<file path="src/rtl/periph_pm_pkg.sv">
package periph_pm_pkg;

    localparam int unsigned REG_W = 16;

    typedef enum logic [1:0] {
        POL_FORCE      = 2'd0,
        POL_NEVER      = 2'd1,
        POL_SMART      = 2'd2,
        POL_SMART_WAKE = 2'd3
    } idle_pol_e;

    typedef struct packed {
        idle_pol_e pol;
        logic      wake_en;
        logic      auto_gate;
    } pm_cfg_t;

    typedef enum logic [1:0] {
        RS_READY,
        RS_HOLD,
        RS_RELEASE
    } rst_state_e;

    typedef enum logic {
        IS_RUN,
        IS_ACK
    } idle_state_e;

endpackage

</file>
<file path="src/rtl/pm_cfg_regs.sv">
module pm_cfg_regs
    import periph_pm_pkg::*;
#(
    parameter int unsigned DW = REG_W
) (
    input  logic          clk_i,
    input  logic          rst_ni,
    input  logic          sel_i,
    input  logic          wr_i,
    input  logic          addr_i,
    input  logic [DW-1:0] wdata_i,
    input  logic          done_i,
    output logic [DW-1:0] rdata_o,
    output pm_cfg_t       cfg_o,
    output logic          sreset_o
);

    localparam int unsigned CFG_BITS = $bits(pm_cfg_t) + 1;

    pm_cfg_t cfg_q;
    logic    cfg_wr;
    logic    unused_wbits;

    assign cfg_wr       = sel_i && wr_i && !addr_i;
    assign sreset_o     = cfg_wr && wdata_i[1];
    assign unused_wbits = ^wdata_i[DW-1:CFG_BITS];

    always_ff @(posedge clk_i or negedge rst_ni) begin
        if (!rst_ni) begin
            cfg_q <= '0;
        end else if (cfg_wr) begin
            cfg_q.auto_gate <= wdata_i[0];
            cfg_q.wake_en   <= wdata_i[2];
            cfg_q.pol       <= idle_pol_e'(wdata_i[4:3]);
        end
    end

    always_comb begin
        rdata_o = '0;
        if (addr_i) begin
            rdata_o[0] = done_i;
        end else begin
            rdata_o[0]   = cfg_q.auto_gate;
            rdata_o[2]   = cfg_q.wake_en;
            rdata_o[4:3] = cfg_q.pol;
        end
    end

    assign cfg_o = cfg_q;

    p_cfg_hold_r4: assert property (@(posedge clk_i) disable iff (!rst_ni)
        !cfg_wr |=> $stable(cfg_q));

endmodule

</file>
<file path="src/rtl/pm_rst_seq.sv">
module pm_rst_seq
    import periph_pm_pkg::*;
#(
    parameter int unsigned RST_CYCLES = 8
) (
    input  logic clk_i,
    input  logic rst_ni,
    input  logic start_i,
    output logic mod_rst_o,
    output logic done_o
);

    localparam int unsigned CNT_W = $clog2(RST_CYCLES + 1);

    rst_state_e       state_q, state_d;
    logic [CNT_W-1:0] cnt_q, cnt_d;

    always_ff @(posedge clk_i or negedge rst_ni) begin
        if (!rst_ni) begin
            state_q <= RS_READY;
            cnt_q   <= '0;
        end else begin
            state_q <= state_d;
            cnt_q   <= cnt_d;
        end
    end

    always_comb begin
        state_d = state_q;
        cnt_d   = cnt_q;
        unique case (state_q)
            RS_READY: begin
                if (start_i) begin
                    state_d = RS_HOLD;
                    cnt_d   = '0;
                end
            end
            RS_HOLD: begin
                if (cnt_q == CNT_W'(RST_CYCLES - 1)) begin
                    state_d = RS_RELEASE;
                end else begin
                    cnt_d = cnt_q + 1'b1;
                end
            end
            RS_RELEASE: state_d = RS_READY;
            default:    state_d = RS_READY;
        endcase
    end

    always_comb begin
        mod_rst_o = (state_q == RS_HOLD);
        done_o    = (state_q == RS_READY);
    end

    logic [CNT_W:0] len_q;
    always_ff @(posedge clk_i or negedge rst_ni) begin
        if (!rst_ni)        len_q <= '0;
        else if (mod_rst_o) len_q <= len_q + 1'b1;
        else                len_q <= '0;
    end

    p_rst_len_r2: assert property (@(posedge clk_i) disable iff (!rst_ni)
        $fell(mod_rst_o) |-> (len_q == (CNT_W+1)'(RST_CYCLES)));
    p_rst_bound_r4: assert property (@(posedge clk_i) disable iff (!rst_ni)
        mod_rst_o |-> (len_q < (CNT_W+1)'(RST_CYCLES)));
    p_done_after_release_r3: assert property (@(posedge clk_i) disable iff (!rst_ni)
        $fell(mod_rst_o) |=> done_o);
    p_busy_not_done_r3: assert property (@(posedge clk_i) disable iff (!rst_ni)
        mod_rst_o |-> !done_o);

endmodule

</file>
<file path="src/rtl/pm_idle_fsm.sv">
module pm_idle_fsm
    import periph_pm_pkg::*;
(
    input  logic      clk_i,
    input  logic      rst_ni,
    input  idle_pol_e pol_i,
    input  logic      wake_en_i,
    input  logic      req_i,
    input  logic      busy_i,
    input  logic      event_i,
    output logic      ack_o,
    output logic      wake_o
);

    idle_state_e state_q, state_d;
    logic        wake_q, wake_d;
    logic        smart;

    assign smart = (pol_i == POL_SMART) || (pol_i == POL_SMART_WAKE);

    always_ff @(posedge clk_i or negedge rst_ni) begin
        if (!rst_ni) begin
            state_q <= IS_RUN;
            wake_q  <= 1'b0;
        end else begin
            state_q <= state_d;
            wake_q  <= wake_d;
        end
    end

    always_comb begin
        state_d = state_q;
        unique case (state_q)
            IS_RUN: begin
                if (req_i && ((pol_i == POL_FORCE) || (smart && !busy_i)))
                    state_d = IS_ACK;
            end
            IS_ACK: begin
                if (!req_i || (pol_i == POL_NEVER) || (smart && busy_i))
                    state_d = IS_RUN;
            end
            default: state_d = IS_RUN;
        endcase
    end

    always_comb begin
        wake_d = wake_q;
        if (!req_i) begin
            wake_d = 1'b0;
        end else if ((state_q == IS_ACK) && (pol_i == POL_SMART_WAKE) &&
                     wake_en_i && event_i) begin
            wake_d = 1'b1;
        end
    end

    always_comb begin
        ack_o  = (state_q == IS_ACK);
        wake_o = wake_q;
    end

    p_force_ack_r5: assert property (@(posedge clk_i) disable iff (!rst_ni)
        (pol_i == POL_FORCE && req_i) |=> ack_o);
    p_never_ack_r6: assert property (@(posedge clk_i) disable iff (!rst_ni)
        (pol_i == POL_NEVER) |=> !ack_o);
    p_smart_drop_r7: assert property (@(posedge clk_i) disable iff (!rst_ni)
        (smart && ack_o && (busy_i || !req_i)) |=> !ack_o);
    p_wake_clear_r8: assert property (@(posedge clk_i) disable iff (!rst_ni)
        !req_i |=> !wake_o);
    p_wake_cause_r8: assert property (@(posedge clk_i) disable iff (!rst_ni)
        $rose(wake_o) |-> $past(ack_o && wake_en_i && (pol_i == POL_SMART_WAKE)));

endmodule

</file>
<file path="src/rtl/periph_pm_ctrl.sv">
module periph_pm_ctrl
    import periph_pm_pkg::*;
#(
    parameter int unsigned DW         = REG_W,
    parameter int unsigned RST_CYCLES = 8
) (
    input  logic          clk_i,
    input  logic          rst_ni,
    input  logic          bus_sel_i,
    input  logic          bus_wr_i,
    input  logic          bus_addr_i,
    input  logic [DW-1:0] bus_wdata_i,
    output logic [DW-1:0] bus_rdata_o,
    input  logic          mod_busy_i,
    input  logic          mod_event_i,
    input  logic          idle_req_i,
    output logic          idle_ack_o,
    output logic          wake_req_o,
    output logic          clk_en_o,
    output logic          mod_rst_o
);

    pm_cfg_t cfg;
    logic    sreset;
    logic    done;

    pm_cfg_regs #(.DW(DW)) u_regs (
        .clk_i    (clk_i),
        .rst_ni   (rst_ni),
        .sel_i    (bus_sel_i),
        .wr_i     (bus_wr_i),
        .addr_i   (bus_addr_i),
        .wdata_i  (bus_wdata_i),
        .done_i   (done),
        .rdata_o  (bus_rdata_o),
        .cfg_o    (cfg),
        .sreset_o (sreset)
    );

    pm_rst_seq #(.RST_CYCLES(RST_CYCLES)) u_rst (
        .clk_i     (clk_i),
        .rst_ni    (rst_ni),
        .start_i   (sreset),
        .mod_rst_o (mod_rst_o),
        .done_o    (done)
    );

    pm_idle_fsm u_idle (
        .clk_i     (clk_i),
        .rst_ni    (rst_ni),
        .pol_i     (cfg.pol),
        .wake_en_i (cfg.wake_en),
        .req_i     (idle_req_i),
        .busy_i    (mod_busy_i),
        .event_i   (mod_event_i),
        .ack_o     (idle_ack_o),
        .wake_o    (wake_req_o)
    );

    assign clk_en_o = !cfg.auto_gate || bus_sel_i;

    p_gate_off_r9: assert property (@(posedge clk_i) disable iff (!rst_ni)
        (!clk_en_o) |-> (!bus_sel_i && (bus_rdata_o[0] || bus_addr_i)));

endmodule

</file>
<file path="config.mk">
export PLATFORM = sky130hd
export DESIGN_NAME = periph_pm_ctrl
export DESIGN_NICKNAME = d
export VERILOG_FILES = /design/src/rtl/periph_pm_pkg.sv /design/src/rtl/pm_cfg_regs.sv /design/src/rtl/pm_rst_seq.sv /design/src/rtl/pm_idle_fsm.sv /design/src/rtl/periph_pm_ctrl.sv
export SDC_FILE = /design/constraint.sdc
export NUM_CORES = 1
export LEC_CHECK = 0
export BUFFER_PORTS_ARGS = -buffer_cell sky130_fd_sc_hd__buf_4
export CAP_MARGIN = 30
export CORE_UTILIZATION = 43
export CTS_CLUSTER_DIAMETER = 200
export DETAILED_ROUTE_END_ITERATION = 8
export GPL_TIMING_DRIVEN = 0
export PLACE_DENSITY = 0.91
export SLEW_MARGIN = 20
export SYNTH_ARGS = -nofsm -noshare
export SYNTH_HDL_FRONTEND = slang
export SYNTH_SLANG_ARGS = --single-unit
</file>
<file path="constraint.sdc">
create_clock -name clk_i -period 2.9 [get_ports clk_i]
set_clock_uncertainty 0.2 [all_clocks]
set_input_delay 0.145 -clock clk_i [delete_from_list [all_inputs] [get_ports clk_i]]
set_output_delay 0.145 -clock clk_i [all_outputs]
set_load 0.02 [all_outputs]
</file>
After elaboration in Yosys (flattened, before gate mapping)

Cells that the tools add are included.

Register bits: 12
Output and inout bits: 20
Word-level logic and storage cells: 54

Add/sub/neg operators: 1
Eq/ne operators: 9
Mux-type cells: 13
Bitwise logic cells: 1
Reduce and logical (&&, ||, !) cells: 23

Operators with widths:

| operator                                            | count |
|---|---|
| logical AND 1 bit                                   | 9 |
| 2-to-1 mux 4 bit                                    | 2 |
| case mux 4 bit (2 select lines)                     | 1 |
| logical OR 1 bit                                    | 5 |
| 2-to-1 mux 1 bit                                    | 5 |
| adder 4 x 1 -> 4 bit, second input constant         | 1 |
| equality test 2 x 1 -> 1 bit, second input constant | 2 |
| equality test 2 bit, second input constant          | 2 |
| equality test 4 x 3 -> 1 bit, second input constant | 1 |
| zero test 1 bit                                     | 4 |
| zero test 2 bit                                     | 2 |
| 2-to-1 mux 2 bit                                    | 2 |
| != test 2 x 1 -> 1 bit, second input constant       | 2 |
| != test 2 bit, second input constant                | 2 |
| case mux 2 bit (2 select lines)                     | 1 |
| 2-to-1 mux 3 bit                                    | 1 |
| AND reduction 3 bit                                 | 1 |
| case mux 1 bit (2 select lines)                     | 1 |
| AND reduction 2 bit                                 | 1 |
| nonzero test 2 bit                                  | 1 |
| inverter 1 bit                                      | 1 |

Depth between registers and ports, before layout

Gate-level depths: netlist of run 1.

Depth in word-level cells: 7
Mapped depth: 4
Mapped depth without buffers: 4

Hierarchy

A second synthesis of run 1 with hierarchy kept.

Cells, all modules: 61
Area total of the unflattened synthesis: 700.7 um^2

By module, submodules not included:

| module         | times used | cells an instance | area an instance (um^2) |
|---|---|---|---|
| pm_cfg_regs    | 1          | 28                | 319.1 |
| pm_rst_seq     | 1          | 24                | 290.3 |
| pm_idle_fsm    | 1          | 8                 | 85.1 |
| periph_pm_ctrl | 1          | 1                 | 6.3 |

Least setup slack after synthesis of run 1

No wires, ideal clock.

Path type: register -> register
Start point: register u_rst.cnt_q[0]
End point: register u_rst.cnt_q[3]
Setup time: 80 ps
Arrival: 1337 ps
Required time: 2620 ps
Path slack: 1282 ps
Cell stages (with the launch flop): 5
Path buffers: 0
Clock period less this slack: 1618 ps
Path through: dfrtp_1 > ha_1 > and3b_1 > or4_1 > o211ai_2

Word-level cells in the longest chain between the ends: 3
Elaborated cells on any way between the ends: 6

Ends and longest elaborated chain:

| element                                                                | line                               | RTL |
|---|---|---|
| start, declared                                                        | pm_rst_seq.sv:16                   | `logic [CNT_W-1:0] cnt_q, cnt_d;` |
| start signal, assigned                                                 | pm_rst_seq.sv:24                   | `cnt_q <= cnt_d;` |
| adder 4 x 1 -> 4 bit or equality test 4 x 3 -> 1 bit (tied branches)   | pm_rst_seq.sv:42, pm_rst_seq.sv:39 |  |
| 2-to-1 mux 4 bit or != test 2 bit (tied branches)                      | --                                 |  |
| case mux 4 bit (2 select lines) or AND reduction 3 bit (tied branches) | --                                 |  |

Parallel ways exist; a longest one is shown, timed or not. The select of a mux whose other input is x is not followed.
A chain may end at the register's enable or synchronous reset.

Worst setup path in the final report of run 1

Ends and elaborated chain as after synthesis.

==> results by group, run 1 <==
Worst setup path
  • Max Fanout on Critical Path: 4
  • Slowest cell on crit path: or4_1
  • WP data arrival: between 1.5 and 2 ns
  • Crit. End Element: flop
  • Crit path largest cell delay: 0.50 ns
  • Critical path cell sequence: ha_1 -> and3b_1 -> or4_1 -> o211ai_2
  • Worst Path Required: about 2.9 ns
  • Worst Path Class, Setup: reg -> reg
  • Setup crit start kind: flop

CTS
  • Number of buffers created by CTS: 3
  • CTS H-tree lvls: 1
  • CTS tree: built
  • Clock transition at path regs: 0.07 ns
  • CTS root buf: clkbuf_4
  • Worst-case clock buffer depth: 2
  • TritonCTS Sinks: 12
  • Cts repair resizes: 0
  • Worst skew pair latency: about 0.27 ns

Synth
  • Main synth FF type: dfrtp_1
  • Fraction of registers with async set/reset: 100%
  • Syn. warnings: 0
  • Most frequent cells after synthesis: 12 x buf_4, 12 x dfrtp_1, 6 x nor2b_1, 5 x inv_1, 5 x mux2_2
  • Synth unique cells: 23
  • Seq/Total Area, Yosys: 44.2%
  • EDFF count, synth: 0
  • Mean Syn Cell Area: 10.5 um2
  • Post-Syn Area: 679 um2
  • Post-synth top area share: 44.2%
  • Area contributors post-synth: dfrtp_1 44%, buf_4 13%, mux2_2 8.3%
  • Synth Register Bits: 12
  • Post-synthesis cell count: 65
  • Largest area contributor in the netlist: dfrtp_1

Timing
  • Final setup vio count: 0
  • Final period utilization: between 50% and 60%
  • Fin. Hold Viols: 0
  • Setup tns final: 0 ns
  • RSZ-0062 raised after global routing: no
  • Post-layout min period: 1.73 ns
  • Fmax: 579 MHz
  • Final Slew Violations: 0

Cells and area
  • ANT cells: 0
  • Layout Cells excl Fill: 123
  • Fill cells: 101
  • Share of cells above drive strength 1: 40.7%
  • Area grow syn2layout: 48.1%
  • Layout net count: 134

Route
  • Drt first pass iters: 5
  • Vias/cell: 4.50
  • Routed Antenna Nets: 0
  • Drt wl/cell: 11.5 um
  • Vias: 553
  • Drc violations: 0
  • WL final: 1410 um
  • DRT iter0 DRCs: 11

Run status
  • Status: complete, no violations

Flow run
  • Max Cap Violations: 0

Pwr
  • Power Density: 650 mW/mm2
  • Peak supply drop: about 0.45 mV
  • Leakage power: 0.534 nW

Global route
  • Gr ovfl total: 0
  • Gr usage total: 17.1%
  • Global-route wire length before repair: 2220 um
  • Vias in the first global route: a little over 500
  • Largest net degree at the start of global routing: 13
  • Initial antenna violation count: 0

Die
  • DIE WIDTH: 41.8 um
  • IO Pins: 44
  • Die footprint: 0.00174 mm2
  • Row count: 13
  • Core area: about 0.0014 mm2
  • Die Y: 41.8 um
  • Initial Util: 49.1%

Placed design
  • PortBufs: 20
  • HPWL after detailed placement: between 1000 and 1500 um
  • Routability cong.: between 0.8 and 0.9
  • Placed Instances: 111

Min path
  • Worst min path class: in -> async
## state kept, by name (all words and copies together) (netlist names)
| signal | cells |
|---|---|
| u_rst.state_q | 2 |
| u_regs.cfg_o | 4 |
| u_rst.cnt_q | 4 |
| u_idle.wake_o | 1 |
| u_idle.ack_o | 1 |
## per-layer routing
metal	GRT usage, %	wire, um
met1	19.0	541
met2	31.6	795
met3	5.22	68
met4	3.87	4
met5	0	0
## cells in the final DEF, fill, tap and decap left out, types with 2 or more instances in the layout
| cell type | count |
|---|---|
| buf_4 | 32 |
| clkbuf_4 | 3 |
| conb_1 | 12 |
| dfrtp_1 | 12 |
| dlygate4sd3_1 | 8 |
| inv_1 | 5 |
| mux2_2 | 5 |
| nand2b_1 | 2 |
| nand3_1 | 4 |
| nor2_1 | 2 |
| nor2b_1 | 6 |
| o21ai_1 | 3 |
## layout make-up
| cell class | count | area (um2) | area share [%] |
|---|---|---|---|
| Multi-Input combinational cell | 47 | 312 | 31.0 |
| Sequential cell | 12 | 300 | 29.9 |
| Timing Repair Buffer | 28 | 230 | 22.9 |
| Buffer | 12 | 90.1 | 8.96 |
| Clock buffer | 4 | 36.3 | 3.61 |
| Inverter | 5 | 18.8 | 1.87 |
| Tap cell | 15 | 18.8 | 1.87 |
## through the flow
stage	util (%)	power, mW	setup WS, ns	hold WS, ns	area, um2
4_1_cts	72.0	0.654	1.18	0.00495	996
5_1_grt	72.8	0.698	1.13	0.0433	1010
3_5_place_dp	64.3	0.520	1.20	-0.211	890
2_1_floorplan	-	0.434	1.28	-0.351	721
6_report	72.8	0.654	1.17	0.0492	1010
3_3_place_gp	64.3	0.503	1.25	-0.213	890
## worst max-delay path: cells and delay by family (launching register included)
kind | cells | cell delay [ns]
AOI/OAI and AO/OA | 1 | 0.09
adders and majority gates | 1 | 0.24
DFF | 1 | 0.40
and+or+nand+nor | 2 | 0.71
## repair_timing
| item | CTS | global route |
|---|---|---|
| setup buffers | 0 | 0 |
| hold endpoints to repair | 18 | 1 |
| hold buffers | 7 | 1 |
## power breakdown
| group | internal, mW | total, mW | switching [mW] |
|---|---|---|---|
| Combinational | 0.131 | 0.275 | 0.144 |
| Clock | 0.0763 | 0.128 | 0.0514 |
| Sequential | 0.213 | 0.251 | 0.0381 |
| Total | 0.420 | 0.654 | 0.234 |
## worst paths after layout
| check | from | to | cells past startpoint | slack (ns) |
|---|---|---|---|---|
| worst max register to register | u_rst.cnt_q[0] | u_rst.cnt_q[3] | 4 | 1.17 |
| max in group asynchronous | rst_ni | u_regs.cfg_o[1] | 2 | 2.30 |
| worst min register to register | u_regs.cfg_o[0] | u_regs.cfg_o[0] | 1 | 0.34 |
| min in group clk_i | bus_wdata_i[1] | u_rst.state_q[0] | 3 | 0.13 |
| worst min-delay path | rst_ni | u_rst.cnt_q[2] | 2 | 0.05 |
| worst max-delay path | u_rst.cnt_q[0] | u_rst.cnt_q[3] | 4 | 1.17 |
## cell families (layout without fill, tap and decap cells)
logic type               after synthesis  in the layout  synth area share [%]
AND/OR/NAND/NOR                       21             21                  19.7
buffers and inverters                 17             49                  16.0
flip-flops                            12             12                  44.2
AO/OA/AOI/OAI                          7              7                  7.92
multiplexers                           6              6                  9.76
adder cells (fa/ha/maj)                1              1                  1.84
other                                  1             12                 0.552
Note: power is estimated with default switching activity, not from simulation.
==> run 2: changes to the inputs <==
--- a/config.mk
+++ b/config.mk
@@ -5,13 +5,14 @@
 export SDC_FILE = /design/constraint.sdc
 export NUM_CORES = 1
 export LEC_CHECK = 0
+export ABC_AREA = 1
 export BUFFER_PORTS_ARGS = -buffer_cell sky130_fd_sc_hd__buf_4
 export CAP_MARGIN = 30
-export CORE_UTILIZATION = 43
+export CORE_UTILIZATION = 37
 export CTS_CLUSTER_DIAMETER = 200
 export DETAILED_ROUTE_END_ITERATION = 8
 export GPL_TIMING_DRIVEN = 0
-export PLACE_DENSITY = 0.91
+export PLACE_DENSITY = 0.84
 export SLEW_MARGIN = 20
 export SYNTH_ARGS = -nofsm -noshare
 export SYNTH_HDL_FRONTEND = slang
==> constraint.sdc (replaced) <==
create_clock -name clk_i -period 1.49 [get_ports clk_i]
set_clock_uncertainty 0.2 [all_clocks]
set_input_delay 0.0745 -clock clk_i [delete_from_list [all_inputs] [get_ports clk_i]]
set_output_delay 0.0745 -clock clk_i [all_outputs]
set_load 0.02 [all_outputs]
==> results by group, run 2 <==
Timing
  • Post-layout min period: 1.42 ns
  • Fin. Hold Viols: 1 (+1)
  • RSZ-0062 raised after global routing: no
  • Fmax: about 700 MHz
  • Final period utilization: between 90% and 100%
  • Worst Hold Slack: -0.0874 ns (-0.137 ns)
  • Final setup vio count: 0 (unchanged)
  • Final Slew Violations: 0 (unchanged)
  • Setup tns final: 0 ns (unchanged)

CTS
  • Number of buffers created by CTS: 3 (unchanged)
  • Clock transition at path regs: 0.07 ns (about the same)
  • CTS tree: built
  • Worst-case clock buffer depth: 2 (unchanged)
  • CTS H-tree lvls: 1 (unchanged)
  • CTS root buf: clkbuf_4
  • Worst skew pair latency: 0.27 ns (about the same)
  • TritonCTS Sinks: 12 (unchanged)

Route
  • Routed Antenna Nets: 0 (unchanged)
  • Vias: 693 (+25%)
  • Vias/cell: 4.25 (-5.4%)
  • Drc violations: 0 (unchanged)
  • Drt wl/cell: 9.43 um (-18%)
  • Drt first pass iters: 4 (-1)
  • WL final: 1540 um (+9.1%)
  • DRT iter0 DRCs: 10 (-1)

Cells and area
  • Area grow syn2layout: 62.0%
  • Share of cells above drive strength 1: 34.1% (-6.7 points)
  • ANT cells: 0 (unchanged)
  • Commonest cells after routing, fill and taps aside: 34 x buf_4, 19 x nand2_1, 15 x dlygate4sd3_1, 12 x conb_1, 12 x dfrtp_1
  • Commonest non-fill, non-tap cell in the layout: buf_4
  • Layout net count: 164 (+22%)
  • Fill cells: 164 (+62%)
  • Final Instance Area: 0.00111 mm2 (+11%)

Worst setup path
  • Worst Path Required: 1.45 ns (-1.44 ns)
  • R2r setup slk: 0.11 ns (-1.06 ns)
  • Worst r2r path cells: 6 (+2)
  • FF-to-FF Start: u_rst.cnt_q[0]
  • WP data arrival: 1.38 ns (-0.34 ns)
  • Setup crit end: u_regs.cfg_o[0]
  • Worst Setup SP: bus_wdata_i[0]
  • Max Fanout on Critical Path: 1 (-3)
  • RR Endpoint: u_rst.cnt_q[0]
  • Crit. End Element: flop
  • Setup crit start kind: primary input
  • Worst Path Class, Setup: in -> reg

Synth
  • Largest area contributor in the netlist: dfrtp_1
  • Post-synth top area share: 43.6% (-0.56 points)
  • Post-Synth Adder-Cell Area: 1.82% (-0.023 points)
  • Synth Area in Simple Gates: 25.5% (+5.7 points)
  • Most frequent cells after synthesis: 19 x nand2_1, 12 x buf_4, 12 x dfrtp_1, 8 x inv_1
  • Fraction of registers with async set/reset: 100% (unchanged)
  • Most numerous cell in the Yosys netlist: nand2_1
  • Syn. warnings: 0 (unchanged)
  • EDFF count, synth: 0 (unchanged)
  • Synth unique cells: 18 (-22%)
  • Main synth FF type: dfrtp_1
  • Mean Syn Cell Area: 8.00 um2 (-23%)
  • Post-synthesis xor/xnor area fraction: 0% (unchanged)
  • Seq/Total Area, Yosys: 43.6% (-0.56 points)
  • Largest family of logic cells by synthesized area: simple AND/OR/NAND/NOR gates
  • Post-Syn Area: 688 um2 (+1.3%)
  • Synth Area in Compound Gates: 10.0% (+2.1 points)
  • Mux cell area share after synthesis: 0% (-9.8 points)
  • Synth Register Bits: 12 (unchanged)
  • Post-synthesis cell count: 86 (+32%)
  • Area contributors post-synth: dfrtp_1 44%, buf_4 13%, nand2_1 10%

Global route
  • Gr usage total: 17.6% (+0.46 points)
  • Initial antenna violation count: 0 (unchanged)
  • Largest net degree at the start of global routing: 13 (unchanged)
  • Met2 Usage GRT: 31.6% (+0.032 points)
  • GR Layer Usage met1: 20.1% (+1.0 points)
  • Met3 Track Usage GR: 1.20% (-4.0 points)
  • Global-route wire length before repair: 2480 um (+12%)
  • Vias in the first global route: 610 (+20%)
  • Gr ovfl total: 0 (unchanged)
  • Most Used Layer, Global Route: met2

Die
  • Die Y: 45.1 um (+8.1%)
  • Initial Util: 39.9% (-9.3 points)
  • DIE WIDTH: 45.1 um (+8.1%)
  • Die footprint: 0.00204 mm2 (+17%)
  • Core area: 0.00173 mm2 (+25%)
  • Row count: 15 (+2)
  • IO Pins: 44 (unchanged)

Placed design
  • Routability cong.: 0.747 (-8.7%)
  • HPWL after detailed placement: 1060 um (-1.1%)
  • PortBufs: 20 (unchanged)
  • Dpl cell area: 911 um2 (+2.4%)

Pwr
  • Peak supply drop: 0.723 mV (+59%)
  • Leakage power: 0.599 nW (+12%)
  • Power Density: 1170 mW/mm2 (+81%)

Run status
  • Status: finished with violations
  • Failing checks: hold timing

Min path
  • Worst min path class: in -> reg

Flow run
  • Max Cap Violations: 0 (unchanged)
==> run 2: cell types whose count changed after synthesis, moves of 3 or more <==
cell and change:
inv_1 +3, nand2_1 +19, nor2_1 +5, nand3_1 +3
nor2b_1 -6, o21ai_0 +3, mux2_2 -5
==> run 2: metal layers <==
metal  vias to the layer above  wire length (um)
met4                         0                42
met1                       313               624
met5                         -                 0
li1                        352                 -
met3                         5                66
met2                        23               804
==> run 2: logic make-up after synthesis <==
| logic type | count (synthesis) |
|---|---|
| compound gates | 11 |
| fa+ha+maj | 1 |
| buf+inv | 22 |
| flops | 12 |
| other cells | 1 |
| simple gates | 39 |
==> run 2: worst min path at each step <==
stage               start               to  slack, ns  depth (start not counted)
2_1_floorplan      rst_ni     u_idle.ack_o      -0.42                          0
3_3_place_gp       rst_ni   u_rst.cnt_q[3]      -0.28                          1
3_5_place_dp       rst_ni   u_rst.cnt_q[2]      -0.27                          1
4_1_cts         bus_sel_i         clk_en_o       0.23                          4
5_1_grt        bus_addr_i  u_regs.cfg_o[0]       0.04                          3
6_report       bus_addr_i  u_regs.cfg_o[0]      -0.09                          3
==> run 2: through the flow <==
stage / std cells / worst slack, ns / total power [mW] / utilization, %
2_1_floorplan: 97 / 0.194 / 0.836 / -
3_3_place_gp: 142 / 0.121 / 0.960 / 52.8
3_5_place_dp: 142 / 0.0870 / 0.987 / 52.8
4_1_cts: 162 / 0.0284 / 1.28 / 64.1
5_1_grt: 163 / 0.0119 / 1.41 / 64.6
6_report: 163 / 0.0731 / 1.31 / 64.6
==> run 2: critical path, stage by stage <==
cell and delay (ns):
dlygate4sd3_1 0.53, buf_4 0.13, nand2_1 0.05, dlygate4sd3_1 0.54, nand2_1 0.05
==> run 2: area by class of cell <==
cell class | count | area, um2 | share of cell area, %
sequential | 12 | 300 | 26.9
timing repair buffer | 37 | 315 | 28.3
multi-input combinational | 63 | 304 | 27.3
inverter | 10 | 37.5 | 3.37
clock buffer | 4 | 36.3 | 3.25
tap | 25 | 31.3 | 2.81
buffer | 12 | 90.1 | 8.08
==> run 2: where the power goes <==
part           total [mW]  switching [mW]  leakage, nW  internal, mW
Sequential          0.510          0.0939        0.154         0.416
Combinational       0.541           0.295        0.424         0.247
Clock               0.258           0.109       0.0210         0.149
==> run 2: repair_timing <==
item,in CTS,in global routing
hold buffers,16,1
endpoints found under the setup margin,0,14
buffers inserted,0,2
hold endpoints to repair,19,12
resized for setup,0,1
==> run 3: changes to the inputs <==
--- a/config.mk
+++ b/config.mk
@@ -12,6 +12,7 @@
 export CTS_CLUSTER_DIAMETER = 200
 export DETAILED_ROUTE_END_ITERATION = 8
 export GPL_TIMING_DRIVEN = 0
+export HOLD_SLACK_MARGIN = 0.05
 export PLACE_DENSITY = 0.84
 export SLEW_MARGIN = 20
 export SYNTH_ARGS = -nofsm -noshare
==> results by group, run 3 (synthesis results as in run 2) <==
Cells and area
  • Fill cells: 164 (unchanged)
  • Multi-input logic area: 304 um2 (unchanged)
  • ANT cells: 0 (unchanged)
  • Share of cells above drive strength 1: 33.8% (-0.25 points)
  • Register area: 300 um2 (unchanged)
  • Layout net count: 165 (+0.61%)
  • Commonest cells after routing, fill and taps aside: 34 x buf_4, 19 x nand2_1, 16 x dlygate4sd3_1, 12 x conb_1, 12 x dfrtp_1
  • Area grow syn2layout: 63.5%
  • Commonest non-fill, non-tap cell in the layout: buf_4
  • Post-layout util: 65.1% (+0.58 points)

Route
  • WL final: 1650 um (+7.1%)
  • Routed Antenna Nets: 0 (unchanged)
  • Vias/cell: 4.24 (-0.32%)
  • Vias: 695 (+0.29%)
  • Drt wl/cell: 10.0 um (+6.4%)
  • DRT iter0 DRCs: 7 (-3)
  • Drt first pass iters: 4 (unchanged)
  • Drc violations: 0 (unchanged)

Timing
  • Final Slew Violations: 0 (unchanged)
  • Fin. Hold Viols: 0 (-1)
  • Setup tns final: 0 ns (unchanged)
  • Post-layout min period: 1.42 ns (+0.000750 ns)
  • Final period utilization: 95.1% (about the same)
  • RSZ-0062 raised after global routing: no
  • Final setup vio count: 0 (unchanged)
  • Fmax: 705 MHz (about the same)

Pwr
  • Power Density: 1170 mW/mm2 (about the same)
  • Combinational share of power: 41.5% (about the same)
  • P_int: 0.814 mW (+0.39%)
  • Switch Pwr: 0.506 mW (+1.7%)
  • Switching share of power: 38.3% (+0.30 points)
  • Sequential share of power: 38.7% (-0.2 points)
  • Peak supply drop: 0.726 mV (+0.37%)
  • Clock power frac: 19.8% (about the same)
  • Leakage power: 0.609 nW (+1.6%)

Worst setup path
  • Cell mode on critical path: dlygate4sd3_1
  • RR Endpoint: u_rst.cnt_q[3]
  • Worst Path Required: 1.45 ns (about the same)
  • Worst r2r path cells: 6 (unchanged)
  • Crit path largest cell delay: 0.54 ns (about the same)
  • R2r setup slk: 0.11 ns (about the same)
  • WP data arrival: 1.38 ns (about the same)
  • Critical path cell sequence: dlygate4sd3_1 -> buf_4 -> nand2_1 -> dlygate4sd3_1 -> o21ai_1
  • Setup crit start kind: primary input
  • Worst Path Class, Setup: in -> reg
  • Slowest cell on crit path: dlygate4sd3_1
  • FF-to-FF Start: u_rst.cnt_q[0]
  • Crit. End Element: flop
  • Max Fanout on Critical Path: 1 (unchanged)

Placed design
  • HPWL after detailed placement: 1060 um (unchanged)
  • PortBufs: 20 (unchanged)
  • Routability cong.: 0.747 (unchanged)

Die
  • Core area: 0.00173 mm2 (unchanged)
  • IO Pins: 44 (unchanged)
  • Row count: 15 (unchanged)
  • DIE WIDTH: 45.1 um (unchanged)
  • Die Y: 45.1 um (unchanged)
  • Die footprint: 0.00204 mm2 (unchanged)
  • Initial Util: 39.9% (unchanged)

CTS
  • CTS H-tree lvls: 1 (unchanged)
  • CTS tree: built
  • TritonCTS Sinks: 12 (unchanged)
  • Worst-case clock buffer depth: 2 (unchanged)
  • Number of buffers created by CTS: 3 (unchanged)
  • CTS root buf: clkbuf_4
  • Clock transition at path regs: 0.07 ns (about the same)
  • Worst skew pair latency: 0.28 ns (about the same)

Global route
  • Initial antenna violation count: 0 (unchanged)
  • Global-route wire length before repair: 2630 um (+6.1%)
  • Largest net degree at the start of global routing: 13 (unchanged)
  • Gr ovfl total: 0 (unchanged)
  • Gr usage total: 18.7% (+1.1 points)
  • Vias in the first global route: 645 (+5.7%)

Min path
  • HP Start: bus_sel_i
  • Min-Delay Path Depth: 4 (+1)
  • Hold Path End: clk_en_o
  • Worst min path class: in -> out

Run status
  • Status: complete, no violations

Flow run
  • Max Cap Violations: 0 (unchanged)
[run 3: through the flow]
stage | area, um2 | setup slack (ns) | total power, mW | cells | hold slack [ns]
floorplan | 729 | 0.194 | 0.836 | 97 | -0.421
global placement | 911 | 0.121 | 0.960 | 142 | -0.279
detailed placement | 911 | 0.0870 | 0.987 | 142 | -0.275
CTS | 1120 | 0.0284 | 1.28 | 163 | 0.235
global route | 1120 | 0.0119 | 1.41 | 164 | 0.245
finish | 1120 | 0.0723 | 1.32 | 164 | 0.236
[run 3: worst max path at each step]
stage / start / endpoint / slack [ns] / depth (start not counted)
2_1_floorplan: u_rst.cnt_q[0] / u_rst.cnt_q[3] / 0.19 / 6
3_3_place_gp: u_rst.cnt_q[0] / u_rst.cnt_q[3] / 0.12 / 6
4_1_cts: rst_ni / u_regs.cfg_o[2] / 0.03 / 3
3_5_place_dp: u_rst.cnt_q[0] / u_rst.cnt_q[3] / 0.09 / 6
5_1_grt: u_rst.cnt_q[0] / u_rst.cnt_q[3] / 0.01 / 6
6_report: bus_wdata_i[3] / u_regs.cfg_o[2] / 0.07 / 5
[run 3: critical path, delay by kind of cell]
| kind | cells | cell delay [ns] |
|---|---|---|
| AOI/OAI and AO/OA | 1 | 0.06 |
| buffers and inverters | 3 | 1.20 |
| and+or+nand+nor | 1 | 0.05 |
[run 3: cell type report]
class                   count  share of cell area (%)
well taps                  25                    2.78
multi-input cells          63                    27.0
inverters                  10                    3.34
clock buffers               4                    3.23
plain buffers              12                    8.01
flip-flops and latches     12                    26.7
repair buffers             38                    28.9
[run 3: per-layer routing]
| metal | global-route usage (%) | vias up | part of all wire, % |
|---|---|---|---|
| met1 | 21.1 | 315 | 40 |
| met3 | 1.20 | 5 | 3.9 |
| met4 | 10.9 | 0 | 2.8 |
| met5 | 0 | - | 0 |
| li1 | - | 352 | - |
| met2 | 34.2 | 23 | 54 |
[run 3: power by group through the flow]
stage          Combinational, mW  Clock, mW  Sequential, mW
3_3_place_gp               0.451          0           0.508
3_5_place_dp               0.467          0           0.519
2_1_floorplan              0.333          0           0.504
4_1_cts                    0.501      0.267           0.512
5_1_grt                    0.610      0.281           0.522
6_report                   0.548      0.262           0.511
[run 3: repair_timing]
item	4_1_cts	5_1_grt
endpoints found under the setup margin	0	15
buffers inserted	0	2
hold buffers	17	2
gates resized for setup	0	1
endpoints found under the hold margin	23	14
